File: src/rtl/hb_gate_pkg.sv
package hb_gate_pkg;

  typedef enum logic [2:0] {
    ST_PARK    = 3'd0,
    ST_HS_WAIT = 3'd1,
    ST_HS_ON   = 3'd2,
    ST_LS_WAIT = 3'd3,
    ST_LS_ON   = 3'd4
  } hb_state_e;

  typedef struct packed {
    logic pwm;
    logic run;
    logic ls_en;
    logic clamp;
    logic sup_ok;
    logic sw_low;
    logic hs_gl;
    logic ls_gl;
  } hb_in_t;

endpackage

File: src/rtl/hb_sync.sv
module hb_sync #(
  parameter int WIDTH  = 8,
  parameter int STAGES = 2
) (
  input  logic             clk_i,
  input  logic             rst_ni,
  input  logic [WIDTH-1:0] d_i,
  output logic [WIDTH-1:0] q_o
);

  logic [STAGES-1:0][WIDTH-1:0] pipe_q;

  generate
    if (STAGES < 2) begin : g_bad
      initial $error("hb_sync needs at least two stages");
    end
  endgenerate

  always_ff @(posedge clk_i or negedge rst_ni) begin
    if (!rst_ni) pipe_q <= '0;
    else         pipe_q <= {pipe_q[STAGES-2:0], d_i};
  end

  assign q_o = pipe_q[STAGES-1];

endmodule

File: src/rtl/hb_deadtime_fsm.sv
module hb_deadtime_fsm
  import hb_gate_pkg::*;
#(
  parameter int TMO_CYCLES = 44
) (
  input  logic clk_i,
  input  logic rst_ni,
  input  logic en_i,
  input  logic pwm_i,
  input  logic sw_low_i,
  input  logic hs_gl_i,
  input  logic ls_gl_i,
  output logic hs_req_o,
  output logic ls_req_o
);

  localparam int CW = $clog2(TMO_CYCLES + 1);
  localparam logic [CW-1:0] CNT_LAST = CW'(TMO_CYCLES - 1);

  hb_state_e     state_q, state_d;
  logic [CW-1:0] cnt_q;
  logic          tmo_hit;

  assign tmo_hit = (cnt_q == CNT_LAST);

  always_comb begin
    state_d = state_q;
    if (!en_i) begin
      state_d = ST_PARK;
    end else begin
      unique case (state_q)
        ST_PARK:    state_d = pwm_i ? ST_HS_WAIT : ST_LS_WAIT;
        ST_HS_WAIT: if (!pwm_i)      state_d = ST_LS_WAIT;
                    else if (ls_gl_i) state_d = ST_HS_ON;
        ST_HS_ON:   if (!pwm_i)      state_d = ST_LS_WAIT;
        // pwm rise cancels the wait; timer forces turn-on on a stuck switch node
        ST_LS_WAIT: if (pwm_i)       state_d = ST_HS_WAIT;
                    else if ((sw_low_i && hs_gl_i) || tmo_hit) state_d = ST_LS_ON;
        ST_LS_ON:   if (pwm_i)       state_d = ST_HS_WAIT;
        default:    state_d = ST_PARK;
      endcase
    end
  end

  always_ff @(posedge clk_i or negedge rst_ni) begin
    if (!rst_ni) begin
      state_q <= ST_PARK;
      cnt_q   <= '0;
    end else begin
      state_q <= state_d;
      if (state_q != ST_LS_WAIT) cnt_q <= '0;
      else if (!tmo_hit)         cnt_q <= cnt_q + CW'(1);
    end
  end

  assign hs_req_o = (state_q == ST_HS_ON);
  assign ls_req_o = (state_q == ST_LS_ON);

  assert_tmo_bound_R4: assert property (@(posedge clk_i) disable iff (!rst_ni)
    (state_q == ST_LS_WAIT) |-> (cnt_q <= CNT_LAST));

endmodule

File: src/rtl/hb_out_stage.sv
module hb_out_stage (
  input  logic clk_i,
  input  logic rst_ni,
  input  logic run_i,
  input  logic ls_en_i,
  input  logic clamp_i,
  input  logic sup_ok_i,
  input  logic hs_req_i,
  input  logic ls_req_i,
  output logic hs_on_o,
  output logic ls_on_o
);

  logic gate_ok;
  logic hs_on_q, ls_on_q;

  assign gate_ok = run_i && sup_ok_i && !clamp_i;

  // clamp outranks run, supply lockout and low-side enable
  always_ff @(posedge clk_i or negedge rst_ni) begin
    if (!rst_ni) begin
      hs_on_q <= 1'b0;
      ls_on_q <= 1'b0;
    end else begin
      hs_on_q <= gate_ok && hs_req_i;
      ls_on_q <= clamp_i || (gate_ok && ls_en_i && ls_req_i);
    end
  end

  assign hs_on_o = hs_on_q;
  assign ls_on_o = ls_on_q;

  assert_clamp_force_R9: assert property (@(posedge clk_i) disable iff (!rst_ni)
    clamp_i |=> (ls_on_o && !hs_on_o));
  assert_shutdown_off_R7: assert property (@(posedge clk_i) disable iff (!rst_ni)
    (!run_i && !clamp_i) |=> (!hs_on_o && !ls_on_o));
  assert_ls_disable_R8: assert property (@(posedge clk_i) disable iff (!rst_ni)
    (!ls_en_i && !clamp_i) |=> !ls_on_o);
  assert_uvlo_off_R10: assert property (@(posedge clk_i) disable iff (!rst_ni)
    (!sup_ok_i && !clamp_i) |=> (!hs_on_o && !ls_on_o));

endmodule

File: src/rtl/hb_gate_ctrl.sv
module hb_gate_ctrl
  import hb_gate_pkg::*;
#(
  parameter int SYNC_STAGES = 2,
  parameter int TMO_CYCLES  = 44
) (
  input  logic clk_i,
  input  logic rst_ni,
  input  logic pwm_i,
  input  logic run_i,
  input  logic ls_en_i,
  input  logic clamp_i,
  input  logic supply_ok_i,
  input  logic sw_low_i,
  input  logic hs_gate_low_i,
  input  logic ls_gate_low_i,
  output logic hs_on_o,
  output logic ls_on_o
);

  localparam int IN_W = $bits(hb_in_t);

  hb_in_t raw, syn;
  logic [IN_W-1:0] syn_vec;
  logic hs_req, ls_req, fsm_en;

  assign raw.pwm    = pwm_i;
  assign raw.run    = run_i;
  assign raw.ls_en  = ls_en_i;
  assign raw.clamp  = clamp_i;
  assign raw.sup_ok = supply_ok_i;
  assign raw.sw_low = sw_low_i;
  assign raw.hs_gl  = hs_gate_low_i;
  assign raw.ls_gl  = ls_gate_low_i;

  hb_sync #(.WIDTH(IN_W), .STAGES(SYNC_STAGES)) sync_i (
    .clk_i (clk_i),
    .rst_ni(rst_ni),
    .d_i   (raw),
    .q_o   (syn_vec)
  );

  assign syn    = hb_in_t'(syn_vec);
  assign fsm_en = syn.run && syn.sup_ok && !syn.clamp;

  hb_deadtime_fsm #(.TMO_CYCLES(TMO_CYCLES)) fsm_i (
    .clk_i   (clk_i),
    .rst_ni  (rst_ni),
    .en_i    (fsm_en),
    .pwm_i   (syn.pwm),
    .sw_low_i(syn.sw_low),
    .hs_gl_i (syn.hs_gl),
    .ls_gl_i (syn.ls_gl),
    .hs_req_o(hs_req),
    .ls_req_o(ls_req)
  );

  hb_out_stage out_i (
    .clk_i   (clk_i),
    .rst_ni  (rst_ni),
    .run_i   (syn.run),
    .ls_en_i (syn.ls_en),
    .clamp_i (syn.clamp),
    .sup_ok_i(syn.sup_ok),
    .hs_req_i(hs_req),
    .ls_req_i(ls_req),
    .hs_on_o (hs_on_o),
    .ls_on_o (ls_on_o)
  );

  assert_no_overlap_R1: assert property (@(posedge clk_i) disable iff (!rst_ni)
    !(hs_on_o && ls_on_o));
  assert_hs_after_ls_low_R5: assert property (@(posedge clk_i) disable iff (!rst_ni)
    $rose(hs_on_o) |-> $past(syn.ls_gl, 2));

endmodule

File: config.mk
export PLATFORM = sky130hd
export DESIGN_NAME = hb_gate_ctrl
export DESIGN_NICKNAME = d
export VERILOG_FILES = /design/src/rtl/hb_gate_pkg.sv /design/src/rtl/hb_sync.sv /design/src/rtl/hb_deadtime_fsm.sv /design/src/rtl/hb_out_stage.sv /design/src/rtl/hb_gate_ctrl.sv
export SDC_FILE = /design/constraint.sdc
export NUM_CORES = 1
export LEC_CHECK = 0
export BUFFER_PORTS_ARGS = -buffer_cell sky130_fd_sc_hd__clkbuf_2
export CAP_MARGIN = 20
export CELL_PAD_IN_SITES_DETAIL_PLACEMENT = 1
export CELL_PAD_IN_SITES_GLOBAL_PLACEMENT = 2
export CORE_UTILIZATION = 30
export CTS_BUF_LIST = sky130_fd_sc_hd__clkbuf_2 sky130_fd_sc_hd__clkbuf_4 sky130_fd_sc_hd__clkbuf_8
export DETAILED_ROUTE_END_ITERATION = 16
export PLACE_DENSITY_LB_ADDON = 0.15
export SLEW_MARGIN = 20
export SYNTH_ARGS = -nofsm -noshare
export SYNTH_HDL_FRONTEND = slang
export SYNTH_SLANG_ARGS = --single-unit
File: constraint.sdc
create_clock -name clk_i -period 3.5 [get_ports clk_i]
set_clock_uncertainty 0.2 [all_clocks]
set_input_delay 0.175 -clock clk_i [delete_from_list [all_inputs] [get_ports clk_i]]
set_output_delay 0.175 -clock clk_i [all_outputs]
set_load 0.01 [all_outputs]
==> qor_table.md <==
| Item | Reported | Unit |
|---|---|---|
| Run status | complete, no violations | - |
| Shortest period the worst path allows | 1.747 | ns |
| RSZ-0062 raised after global routing | no | - |
| Max IR drop VDD | 0.0002273 | V |
| Startpoint Class | register | - |
| Sink Count | 27 | - |
| Top cells by area, synth | dfrtp_1 67%, nor2_1 3.0%, a2111oi_4 2.7%, xor2_1 2.6%, mux2i_1 2.0% | - |
| Cells along the critical path | ha_1 -> nand4b_1 -> nor2_2 -> nor3_4 -> a2111oi_4 | - |
| Met3 Wirelength | 44 | um |
| Yosys top cell area share | 0.6725 | - |
| Headroom to the max-slew limit | 0.5596 | - |
| Share of synthesized area occupied by flip-flops and latches | 0.6725 | - |
| Site row count | 20 | - |
| Highest Signal Layer | met4 | - |
| Worst Reg2Reg Path Length in Cells | 5 | - |
| Standby leakage power | 0.0005350 | uW |
| Via-to-Cell Ratio | 4.345 | - |
| Number of warnings printed during yosys synthesis | 0 | - |
| Synthesized instance count | 72 | - |
| Share of the clock period used by the worst path | 0.4993 | - |
| Post-route DRC violation count | 0 | - |
| Sum of negative setup slack | 0 | ns |
| Post-place setup slack | 1.769 | ns |
| Synthesized-area fraction occupied by xor and xnor cells | 0.04359 | - |
| Mean routed wirelength per cell | 12.01 | um |
| Die boundary width | 59.87 | um |
| Fraction of layout instances using a drive strength above 1 | 0.2000 | - |
| Post-synthesis adder-cell area fraction | 0.01245 | - |
| Number of synthesized register bits | 27 | - |
| CP Data Required Time | 3.54 | ns |
| Number of distinct library cell variants in the gate-level netlist after synthesis | 29 | - |
| Power density over the cells | 408.5 | nW/um^2 |
| Global-route wire length before repair | 3008 | um |
| Register-to-register setup slack | 1.75 | ns |
| Buffers & Inverters on Critical Path | 0 | - |
| Die ar. | 3584 | sq um |
| Crit path DAT | 1.79 | ns |
| Number of port buffers | 11 | - |
| Placer Congestion | 0.7160 | - |
| Startpoint-to-endpoint class of the critical path | reg -> reg | - |
| Maximum capacitance violations | 0 | - |
| Upper clock frequency limit | 0.5723 | GHz |
| Average cell area after synthesis | 13.95 | sq um |
| Final count of negative-setup-slack endpoints | 0 | - |
| HPWL reported at the end of detailed placement | 1141 | um |
| Global route overflow | 0 | - |
| Post-cts resize count | 0 | - |
| Post-Synth Simple-Gate Area | 0.1494 | - |
| Kind of path behind the tightest hold check | reg -> reg | - |
| Antenna violations before repair | 0 | - |
| Number of nets in the final layout | 107 | - |
| Detailed-routing iteration count for the pre-antenna-repair pass | 2 | - |
| Post-Route M1 WL | 794 | um |
| Pin slew with the least headroom to its limit | 0.6607 | ns |
| DRC violation total after the first TritonRoute iteration | 39 | - |
| Met2 WL post-DR | 810 | um |
| Final Worst Setup Slack | 1.753 | ns |
| # IOs | 12 | - |
| DRT Wirelength | 1669 | um |
| Initial Utilization | 0.3238 | - |
| CTS tree | done | - |
| Crit-path leading delay family | simple AND/OR/NAND/NOR gates | - |
| Critical Path Sink Type | register | - |
| Vias in the first global route | 669 | - |
| Hold violation count in the final report | 0 | - |
| Capture point of the worst reg-to-reg path | fsm_i.state_q[2] | - |
| Crit Reg-Reg Startpoint | fsm_i.cnt_q[0] | - |
| Number of stages on the worst hold path | 0 | - |
| CP Max Fanout | 5 | - |
| Core box area | 3103 | sq um |
| Global Route Usage Sum | 0.1189 | - |
| Compound-Gate Fraction of Synth Area | 0.09091 | - |
| Bufs on Longest Clock Path | 2 | - |
| Via count | 604 | - |
| Pins Over Slew Limit | 0 | - |
| Latest clock arrival within the worst-skew pair | 0.33 | ns |
| Number of nets with antenna violations after detailed routing | 0 | - |
| # H-tree levels | 1 | - |
| Root buffer cell | clkbuf_4 | - |
| Number of antenna repair diodes | 0 | - |
| Post-synthesis instance area | 1005 | sq um |
| Dominant combinational cell family by area after synthesis | simple AND/OR/NAND/NOR gates | - |
| Worst hold start | sync_i.pipe_q[6] | - |
| Synthesized Nets | 83 | - |
| Area delta synth->final | 21.92 | % |
| Pin count of the biggest net entering global routing | 28 | - |
| Crit-path max cell delay | 0.42 | ns |
| Cell with the largest stage delay on the worst path | dfrtp_1 | - |
| Clock slew at reported path FFs | 0.15 | ns |
| Fraction of synthesized area in multiplexers | 0.01993 | - |
| Number of buffers created by CTS | 3 | - |
| Die height | 59.87 | um |
| Leading area contributor after synthesis | dfrtp_1 | - |
| End point of the most critical hold path | sync_i.q_o[6] | - |
timing repair:
action	in CTS	in global routing
endpoints found under the hold margin	35	0
setup buffers	0	0
hold buffers	9	0
state kept, by name, indices dropped and copies added (netlist names):
name,cells
out_i.hs_on_o,1
fsm_i.state_q,3
sync_i.q_o,8
fsm_i.cnt_q,6
out_i.ls_on_o,1
sync_i.pipe_q,8
cells in the final DEF (no fill, tap or decap), drive strengths merged:
| master | Yosys | routed |
|---|---|---|
| o21ai | 1 | 1 |
| o21bai | 1 | 1 |
| xor2 | 3 | 3 |
| inv | 0 | 1 |
| mux2i | 2 | 2 |
| nand2b | 1 | 1 |
| dfrtp | 27 | 27 |
| nor2 | 9 | 9 |
| clkbuf | 0 | 14 |
| a221oi | 1 | 1 |
| o31ai | 1 | 1 |
| a2111oi | 1 | 1 |
| xnor2 | 2 | 2 |
| ha | 1 | 1 |
| a21o | 1 | 1 |
| nand3 | 3 | 3 |
| nor4b | 1 | 1 |
| nor3 | 2 | 2 |
| dlygate4sd3 | 0 | 9 |
| and3 | 1 | 1 |
| o21a | 1 | 1 |
| or2b | 1 | 1 |
| or2 | 3 | 3 |
| o31a | 1 | 1 |
| nand2 | 5 | 5 |
| o221a | 1 | 1 |
| nand4b | 1 | 1 |
per-stage QoR:
| stage | std cells | instance area [sq um] | total power, uW | hold slack [ns] | util |
|---|---|---|---|---|---|
| after detailed placement | 126 | 1104 | 354.9 | 0.04752 | 0.3556 |
| after global placement | 126 | 1104 | 354.1 | 0.03881 | 0.3556 |
| after floorplan | 72 | 1005 | 340.5 | -0.3206 | - |
| after CTS | 139 | 1225 | 510.1 | 0.1707 | 0.3948 |
| after global routing | 139 | 1225 | 527.4 | 0.1813 | 0.3948 |
| final | 139 | 1225 | 500.4 | 0.1697 | 0.3948 |
cells by family after synthesis:
group | Yosys count
buf+inv | 1
flops | 27
xor+xnor | 5
simple gates | 27
mux | 2
fa+ha+maj | 1
compound gates | 9
area by class of cell:
cell class                      count  area (sq um)
Clock buffer                        3         22.52
Clock inverter                      1         8.758
Fill cell                         363          1878
Multi-Input combinational cell     44         317.8
Sequential cell                    27         675.6
Tap cell                           44         55.05
Timing Repair Buffer               20         145.1
how the worst max path moves through the flow:
stage | startpoint | end | slack (ns) | cells after the start
floorplan | fsm_i.cnt_q[0] | fsm_i.state_q[1] | 1.86 | 5
global placement | fsm_i.state_q[0] | fsm_i.state_q[2] | 1.81 | 3
detailed placement | fsm_i.cnt_q[0] | fsm_i.state_q[1] | 1.77 | 5
CTS | fsm_i.cnt_q[0] | fsm_i.state_q[2] | 1.75 | 5
global route | fsm_i.cnt_q[0] | fsm_i.state_q[2] | 1.62 | 5
finish | fsm_i.cnt_q[0] | fsm_i.state_q[2] | 1.75 | 5
cell usage after synthesis (all sizes together):
master	n
nor2	9
nand2	5
a21o	1
or2	3
o31a	1
xnor2	2
o21ai	1
dfrtp	27
xor2	3
o221a	1
o31ai	1
nand2b	1
a221oi	1
o21a	1
ha	1
buf	1
nor4b	1
o21bai	1
a2111oi	1
nand4b	1
nor3	2
and3	1
or2b	1
mux2i	2
nand3	3
layer usage:
layer  vias up  track usage
met3         2      0.01948
met2        10       0.1921
li1        297            -
met5         -            0
met4         0      0.06977
met1       295       0.1494
where the power goes:
| group | internal (uW) | switching (uW) | leakage [uW] |
|---|---|---|---|
| clock | 46.7 | 98.2 | 0.0000183 |
| combinational | 14.2 | 12.9 | 0.000180 |
| sequential | 323 | 5.69 | 0.000337 |
Power figures use the tool's default switching activity.
